`src/rtl/nand_seq_pkg.sv`:
```
package nand_seq_pkg;
  localparam int ADDR_W = 29;

  typedef enum logic [1:0] {
    OP_READ = 2'd0, OP_ERASE = 2'd1, OP_ID = 2'd2, OP_STATUS = 2'd3
  } opE;

  typedef enum logic [2:0] {
    K_CMD = 3'd0, K_ADDR = 3'd1, K_GAP = 3'd2, K_BUSY = 3'd3, K_READ = 3'd4, K_END = 3'd5
  } kindE;

  typedef struct packed {
    kindE       kind;
    logic [7:0] val;   // opcode for K_CMD, address-byte selector for K_ADDR
  } stepT;

  typedef struct packed {
    logic       load;     // latch request fields
    logic       drive;    // latch next bus byte
    logic       isAddr;   // byte comes from address selector
    logic [7:0] val;
    logic       capture;  // sample bus into a response beat
    logic       abort;    // issue timeout beat
  } dpCtlT;

  localparam logic [7:0] OPC_PAGE_SET  = 8'h00;
  localparam logic [7:0] OPC_PAGE_GO   = 8'h30;
  localparam logic [7:0] OPC_ERASE_SET = 8'h60;
  localparam logic [7:0] OPC_ERASE_GO  = 8'hD0;
  localparam logic [7:0] OPC_IDENT     = 8'h90;
  localparam logic [7:0] OPC_STATUS    = 8'h70;
endpackage

```
`src/rtl/nand_seq_dp.sv`:
```
module nand_seq_dp
  import nand_seq_pkg::*;
#(
  parameter int CNT_W = 12
) (
  input  logic              clk,
  input  logic              rstN,
  input  dpCtlT             ctl,
  input  logic [1:0]        reqOp,
  input  logic [ADDR_W-1:0] reqAddr,
  input  logic [CNT_W-1:0]  reqCount,
  output opE                curOp,
  output logic              remZero,
  output logic [7:0]        dqOut,
  input  logic [7:0]        dqIn,
  output logic              rspValid,
  output logic [7:0]        rspData,
  output logic              rspLast,
  output logic              rspErr,
  output logic              rspFail
);
  logic [ADDR_W-1:0] addrQ;
  logic [CNT_W-1:0]  remQ;
  logic [7:0]        addrByte;

  assign remZero = (remQ == '0);

  // address-cycle byte layout for x8 bus
  always_comb begin
    unique case (ctl.val[2:0])
      3'd0:    addrByte = addrQ[7:0];
      3'd1:    addrByte = {4'b0, addrQ[11:8]};
      3'd2:    addrByte = addrQ[19:12];
      3'd3:    addrByte = addrQ[27:20];
      3'd4:    addrByte = {7'b0, addrQ[28]};
      3'd5:    addrByte = {addrQ[19:18], 6'b0};  // erase row: page bits masked
      default: addrByte = 8'h00;
    endcase
  end

  always_ff @(posedge clk or negedge rstN) begin
    if (!rstN) begin
      addrQ    <= '0;
      remQ     <= '0;
      curOp    <= OP_READ;
      dqOut    <= 8'h00;
      rspValid <= 1'b0;
      rspData  <= 8'h00;
      rspLast  <= 1'b0;
      rspErr   <= 1'b0;
      rspFail  <= 1'b0;
    end else begin
      rspValid <= 1'b0;
      if (ctl.load) begin
        curOp <= opE'(reqOp);
        addrQ <= reqAddr;
        remQ  <= (opE'(reqOp) == OP_READ || opE'(reqOp) == OP_ID) ? reqCount : '0;
      end
      if (ctl.drive) dqOut <= ctl.isAddr ? addrByte : ctl.val;
      if (ctl.capture) begin
        rspValid <= 1'b1;
        rspData  <= dqIn;
        rspLast  <= remZero;
        rspErr   <= 1'b0;
        rspFail  <= (curOp == OP_ERASE) & dqIn[0];
        remQ     <= remQ - 1'b1;
      end else if (ctl.abort) begin
        rspValid <= 1'b1;
        rspData  <= 8'h00;
        rspLast  <= 1'b1;
        rspErr   <= 1'b1;
        rspFail  <= 1'b0;
      end
    end
  end

  a_r8_err_is_last: assert property (@(posedge clk) disable iff (!rstN)
    (rspValid && rspErr) |-> (rspLast && rspData == 8'h00));
  a_r11_last_ends: assert property (@(posedge clk) disable iff (!rstN)
    (rspValid && rspLast) |=> !rspValid);
endmodule

```
`src/rtl/nand_seq_ctl.sv`:
```
module nand_seq_ctl
  import nand_seq_pkg::*;
#(
  parameter int T_SETUP = 1,
  parameter int T_WP    = 3,
  parameter int T_HOLD  = 1,
  parameter int T_RP    = 3,
  parameter int T_REH   = 2,
  parameter int T_ADL   = 5,
  parameter int T_WB    = 5,
  parameter int TIMEOUT = 50000
) (
  input  logic  clk,
  input  logic  rstN,
  input  logic  reqValid,
  output logic  reqReady,
  input  opE    curOp,
  input  logic  remZero,
  input  logic  rbN,
  output dpCtlT ctl,
  output logic  ceN,
  output logic  cle,
  output logic  ale,
  output logic  weN,
  output logic  reN,
  output logic  wpN,
  output logic  dqOe
);
  localparam int T_SUM = T_SETUP + T_WP + T_HOLD + T_RP + T_REH + T_ADL + T_WB;
  localparam int TMR_W = $clog2(T_SUM + 1);
  localparam int TO_W  = $clog2(TIMEOUT + 1);
  localparam int ADL_W = $clog2(T_ADL + 2) + 1;
  localparam logic [TMR_W-1:0] L_SETUP = TMR_W'(T_SETUP - 1);
  localparam logic [TMR_W-1:0] L_WP    = TMR_W'(T_WP - 1);
  localparam logic [TMR_W-1:0] L_HOLD  = TMR_W'(T_HOLD - 1);
  localparam logic [TMR_W-1:0] L_RP    = TMR_W'(T_RP - 1);
  localparam logic [TMR_W-1:0] L_REH   = TMR_W'(T_REH - 1);
  localparam logic [TMR_W-1:0] L_ADL   = TMR_W'(T_ADL - 1);
  localparam logic [TMR_W-1:0] L_WB    = TMR_W'(T_WB - 1);
  localparam logic [TO_W-1:0]  TO_LAST = TO_W'(TIMEOUT - 1);

  typedef enum logic [2:0] {S_IDLE, S_STEP, S_SET, S_LOW, S_HIGH, S_GAP, S_WB, S_BUSY} stateE;

  stateE            state;
  kindE             kindQ;
  logic [3:0]       idx;
  logic [TMR_W-1:0] tmr;
  logic [TO_W-1:0]  toCnt;
  logic             moreRd;
  stepT             step;
  logic             wrKind, wrPhase;

  function automatic stepT stepOf(opE op, logic [3:0] i);
    stepT s;
    s = '{K_END, 8'h00};
    case (op)
      OP_READ: case (i)
        4'd0: s = '{K_CMD, OPC_PAGE_SET};
        4'd1, 4'd2, 4'd3, 4'd4, 4'd5: s = '{K_ADDR, 8'(i - 4'd1)};
        4'd6: s = '{K_CMD, OPC_PAGE_GO};
        4'd7: s = '{K_BUSY, 8'h00};
        4'd8: s = '{K_READ, 8'h00};
        default: s = '{K_END, 8'h00};
      endcase
      OP_ERASE: case (i)
        4'd0: s = '{K_CMD, OPC_ERASE_SET};
        4'd1: s = '{K_ADDR, 8'd5};
        4'd2: s = '{K_ADDR, 8'd3};
        4'd3: s = '{K_ADDR, 8'd4};
        4'd4: s = '{K_CMD, OPC_ERASE_GO};
        4'd5: s = '{K_BUSY, 8'h00};
        4'd6: s = '{K_CMD, OPC_STATUS};
        4'd7: s = '{K_READ, 8'h00};
        default: s = '{K_END, 8'h00};
      endcase
      OP_ID: case (i)
        4'd0: s = '{K_CMD, OPC_IDENT};
        4'd1: s = '{K_ADDR, 8'd6};
        4'd2: s = '{K_GAP, 8'h00};
        4'd3: s = '{K_READ, 8'h00};
        default: s = '{K_END, 8'h00};
      endcase
      default: case (i)
        4'd0: s = '{K_CMD, OPC_STATUS};
        4'd1: s = '{K_READ, 8'h00};
        default: s = '{K_END, 8'h00};
      endcase
    endcase
    return s;
  endfunction

  assign step = stepOf(curOp, idx);

  always_comb begin
    ctl         = '0;
    ctl.val     = step.val;
    ctl.isAddr  = (step.kind == K_ADDR);
    ctl.load    = (state == S_IDLE) && reqValid;
    ctl.drive   = (state == S_STEP) && (step.kind == K_CMD || step.kind == K_ADDR);
    ctl.capture = (state == S_LOW) && (kindQ == K_READ) && (tmr == '0);
    ctl.abort   = (state == S_BUSY) && !rbN && (toCnt == TO_LAST);
  end

  always_ff @(posedge clk or negedge rstN) begin
    if (!rstN) begin
      state  <= S_IDLE;
      kindQ  <= K_END;
      idx    <= '0;
      tmr    <= '0;
      toCnt  <= '0;
      moreRd <= 1'b0;
    end else begin
      unique case (state)
        S_IDLE: if (reqValid) begin
          state <= S_STEP;
          idx   <= '0;
        end
        S_STEP: begin
          kindQ <= step.kind;
          unique case (step.kind)
            K_CMD, K_ADDR: begin state <= S_SET; tmr <= L_SETUP; end
            K_READ:        begin state <= S_LOW; tmr <= L_RP; end
            K_GAP:         begin state <= S_GAP; tmr <= L_ADL; end
            K_BUSY:        begin state <= S_WB;  tmr <= L_WB; toCnt <= '0; end
            default:       state <= S_IDLE;
          endcase
        end
        S_SET: if (tmr == '0) begin state <= S_LOW; tmr <= L_WP; end
               else tmr <= tmr - 1'b1;
        S_LOW: if (tmr == '0) begin
          state <= S_HIGH;
          if (kindQ == K_READ) begin
            moreRd <= !remZero;
            tmr    <= L_REH;
          end else tmr <= L_HOLD;
        end else tmr <= tmr - 1'b1;
        S_HIGH: if (tmr == '0) begin
          if (kindQ == K_READ && moreRd) begin state <= S_LOW; tmr <= L_RP; end
          else begin state <= S_STEP; idx <= idx + 1'b1; end
        end else tmr <= tmr - 1'b1;
        S_GAP: if (tmr == '0) begin state <= S_STEP; idx <= idx + 1'b1; end
               else tmr <= tmr - 1'b1;
        S_WB: if (tmr == '0) state <= S_BUSY;
              else tmr <= tmr - 1'b1;
        S_BUSY: if (rbN) begin state <= S_STEP; idx <= idx + 1'b1; end
                else if (toCnt == TO_LAST) state <= S_IDLE;
                else toCnt <= toCnt + 1'b1;
        default: state <= S_IDLE;
      endcase
    end
  end

  assign wrKind   = (kindQ == K_CMD) || (kindQ == K_ADDR);
  assign wrPhase  = wrKind && (state == S_SET || state == S_LOW || state == S_HIGH);
  assign reqReady = (state == S_IDLE);
  assign ceN      = (state == S_IDLE);
  assign cle      = wrPhase && (kindQ == K_CMD);
  assign ale      = wrPhase && (kindQ == K_ADDR);
  assign dqOe     = wrPhase;
  assign weN      = !((state == S_LOW) && wrKind);
  assign reN      = !((state == S_LOW) && (kindQ == K_READ));
  assign wpN      = (state != S_IDLE) && (curOp == OP_ERASE);

  // gap tracker for the address-to-data check
  logic             weNQ, reNQ, adlArm;
  logic [ADL_W-1:0] adlCnt;
  always_ff @(posedge clk or negedge rstN) begin
    if (!rstN) begin
      weNQ <= 1'b1; reNQ <= 1'b1; adlArm <= 1'b0; adlCnt <= '0;
    end else begin
      weNQ <= weN;
      reNQ <= reN;
      if (!weNQ && weN && ale) begin adlArm <= 1'b1; adlCnt <= '0; end
      else begin
        if (!weNQ && weN && cle) adlArm <= 1'b0;
        if (adlCnt != '1) adlCnt <= adlCnt + 1'b1;
      end
    end
  end

  a_r6_adl_gap: assert property (@(posedge clk) disable iff (!rstN)
    (reNQ && !reN && adlArm) |-> (int'(adlCnt) + 1 >= T_ADL));
  a_r7_no_read_busy: assert property (@(posedge clk) disable iff (!rstN)
    !reN |-> rbN);
  a_r9_ready_drops: assert property (@(posedge clk) disable iff (!rstN)
    (reqValid && reqReady) |=> (!reqReady && !ceN));
  a_r10_wp_in_req: assert property (@(posedge clk) disable iff (!rstN)
    wpN |-> !ceN);
endmodule

```
`src/rtl/nand_seq.sv`:
```
module nand_seq
  import nand_seq_pkg::*;
#(
  parameter int CNT_W   = 12,
  parameter int T_SETUP = 1,
  parameter int T_WP    = 3,
  parameter int T_HOLD  = 1,
  parameter int T_RP    = 3,
  parameter int T_REH   = 2,
  parameter int T_ADL   = 5,
  parameter int T_WB    = 5,
  parameter int TIMEOUT = 50000
) (
  input  logic              clk,
  input  logic              rstN,
  input  logic              reqValid,
  output logic              reqReady,
  input  logic [1:0]        reqOp,
  input  logic [ADDR_W-1:0] reqAddr,
  input  logic [CNT_W-1:0]  reqCount,
  output logic              rspValid,
  output logic [7:0]        rspData,
  output logic              rspLast,
  output logic              rspErr,
  output logic              rspFail,
  output logic              nandCeN,
  output logic              nandCle,
  output logic              nandAle,
  output logic              nandWeN,
  output logic              nandReN,
  output logic              nandWpN,
  input  logic              nandRbN,
  output logic [7:0]        nandDqOut,
  output logic              nandDqOe,
  input  logic [7:0]        nandDqIn
);
  dpCtlT ctlW;
  opE    curOp;
  logic  remZero;

  nand_seq_ctl #(
    .T_SETUP(T_SETUP), .T_WP(T_WP), .T_HOLD(T_HOLD), .T_RP(T_RP),
    .T_REH(T_REH), .T_ADL(T_ADL), .T_WB(T_WB), .TIMEOUT(TIMEOUT)
  ) ctl_i (
    .clk(clk), .rstN(rstN), .reqValid(reqValid), .reqReady(reqReady),
    .curOp(curOp), .remZero(remZero), .rbN(nandRbN), .ctl(ctlW),
    .ceN(nandCeN), .cle(nandCle), .ale(nandAle), .weN(nandWeN),
    .reN(nandReN), .wpN(nandWpN), .dqOe(nandDqOe)
  );

  nand_seq_dp #(.CNT_W(CNT_W)) dp_i (
    .clk(clk), .rstN(rstN), .ctl(ctlW), .reqOp(reqOp), .reqAddr(reqAddr),
    .reqCount(reqCount), .curOp(curOp), .remZero(remZero), .dqOut(nandDqOut),
    .dqIn(nandDqIn), .rspValid(rspValid), .rspData(rspData), .rspLast(rspLast),
    .rspErr(rspErr), .rspFail(rspFail)
  );

  a_r5_we_fall_stable: assert property (@(posedge clk) disable iff (!rstN)
    $fell(nandWeN) |-> ($stable(nandDqOut) && nandDqOe));
  a_r5_we_rise_hold: assert property (@(posedge clk) disable iff (!rstN)
    $rose(nandWeN) |-> ($stable(nandDqOut) && (nandCle || nandAle)));
  a_r5_read_released: assert property (@(posedge clk) disable iff (!rstN)
    !nandReN |-> (!nandCle && !nandAle && !nandDqOe));
endmodule

```
`config.mk`:
```
export PLATFORM = sky130hd
export DESIGN_NAME = nand_seq
export DESIGN_NICKNAME = d
export VERILOG_FILES = /design/src/rtl/nand_seq_pkg.sv /design/src/rtl/nand_seq_dp.sv /design/src/rtl/nand_seq_ctl.sv /design/src/rtl/nand_seq.sv
export SDC_FILE = /design/constraint.sdc
export NUM_CORES = 1
export LEC_CHECK = 0
export BUFFER_PORTS_ARGS = -buffer_cell sky130_fd_sc_hd__clkbuf_2
export CAP_MARGIN = 5
export CELL_PAD_IN_SITES_DETAIL_PLACEMENT = 2
export CELL_PAD_IN_SITES_GLOBAL_PLACEMENT = 2
export CORE_ASPECT_RATIO = 0.7
export CORE_MARGIN = 2
export CORE_UTILIZATION = 25
export DETAILED_ROUTE_END_ITERATION = 16
export PLACE_DENSITY = 0.64
export SLEW_MARGIN = 10
export SYNTH_ARGS = -nofsm -noshare
export SYNTH_HDL_FRONTEND = slang
export SYNTH_SLANG_ARGS = --single-unit
```
`constraint.sdc`:
```
create_clock -name clk -period 3.7 [get_ports clk]
set_clock_uncertainty 0.15 [all_clocks]
set_input_delay 0.185 -clock clk [delete_from_list [all_inputs] [get_ports clk]]
set_output_delay 0.185 -clock clk [all_outputs]
set_load 0.05 [all_outputs]
```
# Word level (Yosys, flattened, before mapping)
# Memory sizes are Yosys's and may differ from the RTL's.
# Index checks and enable logic that the tools add are counted.
[classes]
n_addsub = 5
multipliers = 0
div = 0
n_lt_le_gt_ge = 0
eq_ne = 45
n_shift = 0
mux = 48
n_bitwise = 1
reduce_logical = 45
[ops]
columns = ["cell", "n"]
rows = [
  ["one-hot mux 11 bit (5 select lines)", 1],
  ["2-to-1 mux 16 bit", 3],
  ["one-hot mux 8 bit (6 select lines)", 1],
  ["one-hot mux 11 bit (4 select lines)", 1],
  ["2-to-1 mux 12 bit", 3],
  ["one-hot mux 11 bit (3 select lines)", 1],
  ["one-hot mux 16 bit (2 select lines)", 1],
  ["2-to-1 mux 5 bit", 5],
  ["one-hot mux 5 bit (5 select lines)", 1],
  ["== test 3 bit (second input constant)", 8],
  ["2-to-1 mux 3 bit", 8],
  ["2-to-1 mux 8 bit", 3],
  ["one-hot mux 3 bit (8 select lines)", 1],
  ["one-hot mux 11 bit (2 select lines)", 1],
  ["2-to-1 mux 4 bit", 5],
  ["== test 3 x 2 -> 1 bit (second input constant)", 6],
  ["adder 16 x 1 -> 16 bit (second input constant)", 1],
  ["== test 16 bit (second input constant)", 1],
  ["== test 4 x 3 -> 1 bit (second input constant)", 4],
  ["one-hot mux 4 bit (4 select lines)", 1],
  ["one-hot mux 5 bit (3 select lines)", 1],
  ["inequality test 2 bit (second input constant)", 7],
  ["== test 3 x 1 -> 1 bit (second input constant)", 4],
  ["logical AND 1 bit", 12],
  ["other kinds (34)", 64],
]
[totals]
ff_bits = 95
latch_bits = 0
mem_bits_rw = 0
romBits = 80
output_inout_bits = 28
wordCells = 160
n_memories = 1
[mem_list]
columns = ["memory", "words", "width", "rd", "rd_ports_with_merged_regs", "write_ports", "line", "rtl"]
rows = [
  ["(no name shown)", 8, 10, 1, 0, 0, "nand_seq_ctl.sv:65", "OP_ERASE: case (i)"],
]

# Longest topological paths before layout
[depth]
ltp_word = 8
mapped_depth = 11
ltp_nobuf = 9

# Cells and area by module
# A second synthesis with hierarchy kept.
[unflattened]
cells_unflattened = 592
area_unflattened_um2 = 5546.6
[modules_own_cells]
columns = ["mod", "n_inst", "cells_each", "area_per_inst_um2", "seq_area_each_um2"]
rows = [
  ["nand_seq_dp", 1, 259, 2950.3, 1576.5],
  ["nand_seq_ctl", 1, 333, 2596.2, 803.3],
]

# Least setup slack after synthesis
# Ideal clock, no wire load.
[synth_timing]
kind = "register -> output"
from = "reg ctl_i.state[1]"
to = "out nandAle"
t_arrival_ns = 2.601
required_time_ns = 3.365
path_slack_ns = 0.764
path_stages_with_launch = 7
n_path_buf = 2
cell_sequence = "dfrtp_1 -> buf_2 -> buf_2 -> nor3b_1 -> nor2_1 -> nor3_1 -> and2_1"
[synth_via]
elab_chain_cells = 5
[synth_rtl]
columns = ["element", "line", "rtl"]
rows = [
  ["start, declared", "nand_seq_ctl.sv:44", "stateE state;"],
  ["start signal, assigned", "nand_seq_ctl.sv:106", "state <= S_IDLE;"],
  ["start signal, assigned", "nand_seq_ctl.sv:115", "state <= S_STEP;"],
  ["start signal, assigned", "nand_seq_ctl.sv:121", "K_CMD, K_ADDR: begin state <= S_SET; tmr <= L_SETUP; end"],
  ["== test 3 x 2 -> 1 bit", "nand_seq_ctl.sv:154", "assign wrPhase = wrKind && (state == S_SET || state == S_LOW || state == S_HIGH);"],
  ["logical OR 1 bit", "nand_seq_ctl.sv:154", ""],
  ["logical OR 1 bit *", "nand_seq_ctl.sv:154", ""],
  ["logical AND 1 bit *", "nand_seq_ctl.sv:154", ""],
  ["named net nandDqOe", "nand_seq.sv:34", "output logic nandDqOe,"],
  ["logical AND 1 bit *", "nand_seq_ctl.sv:158", "assign ale = wrPhase && (kindQ == K_ADDR);"],
  ["end, declared", "nand_seq.sv:28", "output logic nandAle,"],
]
# The timed path passes the listed nets; every way through them passes the cells marked *.

# Worst setup path after layout
[layout_timing]
from = "reg ctl_i.idx[0]"
to = "reg dp_i.dqOut[2]"
[layout_via]
elab_chain_cells = 7
[layout_rtl]
columns = ["element", "line", "rtl"]
rows = [
  ["start, declared", "nand_seq_ctl.sv:46", "logic [3:0] idx;"],
  ["start signal, assigned", "nand_seq_ctl.sv:108", "idx <= '0;"],
  ["start signal, assigned", "nand_seq_ctl.sv:116", "idx <= '0;"],
  ["start signal, assigned", "nand_seq_ctl.sv:139", "else begin state <= S_STEP; idx <= idx + 1'b1; end"],
  ["parallel branches: the longest is 3 deep, another holds subtractor 4 x 1 -> 5 bit", "n/a", ""],
  ["one-hot mux 11 bit (3 select lines) *", "nand_seq_ctl.sv:56", "case (op)"],
  ["== test 3 bit (tied with other cells)", "nand_seq_dp.sv:30", "unique case (ctl.val[2:0])"],
  ["one-hot mux 8 bit (6 select lines) or logical OR 1 bit (tied branches)", "nand_seq_dp.sv:30, nand_seq_ctl.sv:99", ""],
  ["2-to-1 mux 8 bit or logical AND 1 bit (tied branches)", "nand_seq_dp.sv:59, nand_seq_ctl.sv:99", ""],
  ["end signal, assigned", "nand_seq_dp.sv:59", "if (ctl.drive) dqOut <= ctl.isAddr ? addrByte : ctl.val;"],
  ["end, declared", "nand_seq_dp.sv:14", "output logic [7:0] dqOut,"],
]
# Every way passes the cells marked *.
# A chain may end at the register's enable or synchronous reset.

==> results summary <==
During I/O placement, the number of pins put on the boundary was 83. The number of antenna violations at the first check in global routing came out at 0. The count of nets after finishing came out at 810.

Of the synthesized area, sequential elements account for 0.438. STA classifies the critical path endpoint as a flip-flop. Synthesis instantiated 76 different standard cells from the library. The TritonCTS sink count is 95.

The setup path with the least slack is of type reg -> reg. IR analysis of the VDD net gives a maximum drop of around 0.0003 V. A synthesized cell averages 8.65 um2. The number of buffers created by CTS came out at 9.

Setup repair after global routing left no endpoint under its margin. Along the worst path, the maximum fanout reaches 11. In this run the most critical hold path is launched from reqCount[7]. The H-tree was split into 3 levels. For this run, design rule violations remaining after detail routing come to 0. Dividing the detail-routed via count by the number of cells gives slightly below 5. For hold timing, the worst endpoint is dp_i.remQ[7]. The via count of the first global-routing pass was 5575.

The aggregate global-route resource usage came out at 0.167. TritonCTS built the clock tree. The setup slack of the critical path after layout is roughly 530 ps. The cell count after synthesis came out at 628. The setup total negative slack came out at 0 ps.

Routability-driven placement finished with a final weighted congestion of 0.796. Headroom to the max-slew limit came out at 0.286. The startpoint identified for the worst register-to-register timing path is ctl_i.idx[0]. The final number of hold-violating endpoints is 0. In this run the critical register-to-register path is captured at dp_i.dqOut[2]. Counting both buffers and inverters, the worst setup path holds a total of 1. The half-perimeter wire length after detailed placement is around 13000 um.

The iteration count of the initial detailed-routing pass is 4. The routed layout has between 5000 and 6000 vias. Derived from the worst setup path, the maximum achievable clock frequency is 0.316 GHz. After clock tree synthesis, the setup repair step added 0 buffers. The number of slew-limit violations in the final report came to 0.

The slowest cell on the critical path is sky130_fd_sc_hd__nor3_1. The static power due to leakage is around 3.2 nW. The post-synthesis net count came out at 692. The cell area power density is 846 nW/um2. The total cell area at the placement stage came out at a little over 6000 um2. The initial utilization of the core area, before any placement, comes to 0.253. The number of rows created at floorplan is 45. Leaving out fill and tap cells, the most frequent cell in the layout is sky130_fd_sc_hd__nand2_1. The final layout contains routed wiring with a total length of around 18000 um. The total area inside the core boundary comes to 21500 um2. The run finished with clean final reports. During placement, the flow inserted port buffers numbering between 80 and 90. The worst-skew pair later-pin latency is 360 ps. Leaving out fill and tap cells, the most frequent cells in the layout are sky130_fd_sc_hd__nand2_1, sky130_fd_sc_hd__dfrtp_1, sky130_fd_sc_hd__clkbuf_2, sky130_fd_sc_hd__o21ai_0, sky130_fd_sc_hd__dlygate4sd3_1.

The pin count of the biggest net entering global routing came out at between 70 and 80. The number of diodes came out at 0. Among all flip-flop cells after synthesis, the most frequent one is sky130_fd_sc_hd__dfrtp_1. Summed over all layers, the global routing overflow is 0. The most frequent cell on the critical path is sky130_fd_sc_hd__nor3_1. The number of enable-type register cells in the synthesized netlist is 0. The count of maximum capacitance violations is 0. The portion of the clock cycle consumed by the worst path in the final layout is 0.857. In this run the horizontal extent of the chip is 180 um.

The critical path goes through inv_1, ha_1, or2b_1, nor3_1, or2_1, a21o_1, nand3_1, nor3_1, a22o_1. The setup check on the worst reg-to-reg path leaves a slack of between 500 and 600 ps. After clock tree synthesis, the clock-pin slew on the worst setup and hold paths is 80 ps. The largest stage delay on the critical path came out at 570 ps. In this design, the largest share of critical-path delay is due to simple AND/OR/NAND/NOR gates. The depth of the critical timing path with buffers and inverters included came out at 9.

Counting instances, the worst hold path has a depth of 3. The die area is 22900 um2. The critical path launch point type is a flip-flop. The relative area change from synthesis to final layout is 26.4%. The total of flip-flops plus latches after synthesis came out at 95. The number of warning messages in the yosys log came out at 0. The transition time of the tightest slew-check pin is about 1100 ps. The number of setup violations in the final report came out at 0. After clock tree synthesis, the repair step resized 0 gates. After routing the design area is 6870 um2. The share of layout cells above drive strength 1 came out at 0.188. The root buffer cell chosen for the clock tree is sky130_fd_sc_hd__clkbuf_16. Measured in cells, the most critical reg-to-reg path has a length of 9.

The first global-routing pass estimated 30800 um of wire. The mean routed wirelength per cell is 17.8 um. The vertical die dimension came out at 127 um. The buffer depth of the longest clock path came out at 2.

The final period demand of the worst path came out at 3170 ps. The cell area after technology mapping came out at 5430 um2. The worst endpoint data arrival time is between 3000 and 4000 ps. The number of DRC violations after detailed-routing iteration 0 is 318. Hold timing on the final database bottoms out at a slack of 6.93 ps.

Data on the critical path is required at its endpoint by 3830 ps. The async set-reset flop share out of synthesis is 1.00. At the placement stage, the worst setup path has a slack of 525 ps.

The hold buffer count at cts came out at 44. The min-delay analysis places its worst path in the category in -> reg. The final antenna-violating net count is 0.

The layout has around 2500 filler cells.
-- report_power, final --
group	switching (mW)	internal, mW
sequential	0.376	1.42
combinational	2.00	1.10
clock	0.433	0.481
-- cell usage after synthesis (5+ instances only) --
master	n	share of area
sky130_fd_sc_hd__a21o_1	7	0.0097
sky130_fd_sc_hd__a21oi_1	35	0.032
sky130_fd_sc_hd__a22o_1	10	0.016
sky130_fd_sc_hd__a22oi_1	7	0.0097
sky130_fd_sc_hd__a311oi_1	8	0.013
sky130_fd_sc_hd__a31oi_1	6	0.0069
sky130_fd_sc_hd__and3_1	7	0.0081
sky130_fd_sc_hd__buf_2	13	0.012
sky130_fd_sc_hd__clkbuf_1	14	0.0097
sky130_fd_sc_hd__dfrtp_1	93	0.43
sky130_fd_sc_hd__ha_1	9	0.021
sky130_fd_sc_hd__inv_1	19	0.013
sky130_fd_sc_hd__mux2_2	8	0.017
sky130_fd_sc_hd__mux2i_1	7	0.013
sky130_fd_sc_hd__nand2_1	149	0.10
sky130_fd_sc_hd__nand2b_1	6	0.0069
sky130_fd_sc_hd__nand3_1	11	0.010
sky130_fd_sc_hd__nand4_1	7	0.0081
sky130_fd_sc_hd__nor2_1	44	0.030
sky130_fd_sc_hd__nor2b_1	5	0.0058
sky130_fd_sc_hd__nor3_1	13	0.012
sky130_fd_sc_hd__o211ai_1	5	0.0069
sky130_fd_sc_hd__o21ai_0	46	0.042
sky130_fd_sc_hd__or3_1	9	0.010
sky130_fd_sc_hd__xnor2_1	5	0.0081
sky130_fd_sc_hd__xor2_1	5	0.0081
-- flip-flops by register name, indices dropped and copies added, names as in the netlist --
name           count
dp_i.rspFail       1
ctl_i.tmr          5
dp_i.addrQ        29
dp_i.rspLast       1
dp_i.dqOut         8
ctl_i.state        3
ctl_i.moreRd       1
dp_i.curOp         2
ctl_i.kindQ        3
dp_i.rspErr        1
dp_i.rspData       8
dp_i.remQ         12
dp_i.rspValid      1
ctl_i.toCnt       16
ctl_i.idx          4
-- kinds of logic after synthesis --
group | share of synthesized area
AO/OA/AOI/OAI | 0.191
XOR/XNOR | 0.0161
adder cells (fa/ha/maj) | 0.0207
buffers and inverters | 0.0417
flip-flops | 0.438
multiplexers | 0.0295
AND/OR/NAND/NOR | 0.263
-- per-stage QoR --
| step | std cells | power, mW | utilization |
|---|---|---|---|
| detailed placement | 973 | 4.89 | 0.286 |
| CTS | 1033 | 5.88 | 0.319 |
| finish | 1033 | 5.81 | 0.319 |
| global route | 1033 | 6.31 | 0.319 |
| floorplan | 628 | 4.01 | - |
| global placement | 973 | 4.73 | 0.286 |
-- layer usage --
layer  part of all wire  global-route usage
met1               0.51               0.236
met2               0.47               0.272
met3              0.021              0.0245
met4             0.0079              0.0375
met5                  0                   0
-- cell type report --
cell class	count	area (um2)	area share
Sequential cell	95	2380	0.346
Inverter	19	71.3	0.0104
Clock buffer	11	243	0.0353
Timing Repair Buffer	139	951	0.138
Multi-Input combinational cell	482	2830	0.412
Clock inverter	5	42.5	0.00619
Tap cell	282	353	0.0514
-- worst register-to-register path, delay by kind of cell, from the launching register on --
kind	cells	cell delay [ps]
simple gates	5	1490
buf+inv	1	210
flops	1	470
fa+ha+maj	1	340
compound gates	2	440
-- worst max path at each step --
stage / start / to
2_1_floorplan: ctl_i.state[1] / nandAle
3_3_place_gp: ctl_i.idx[0] / dp_i.dqOut[2]
3_5_place_dp: ctl_i.idx[0] / dp_i.dqOut[2]
4_1_cts: ctl_i.idx[0] / dp_i.dqOut[2]
5_1_grt: ctl_i.idx[0] / dp_i.dqOut[3]
6_report: ctl_i.idx[0] / dp_i.dqOut[2]
Note: power is estimated with default switching activity, not from simulation.
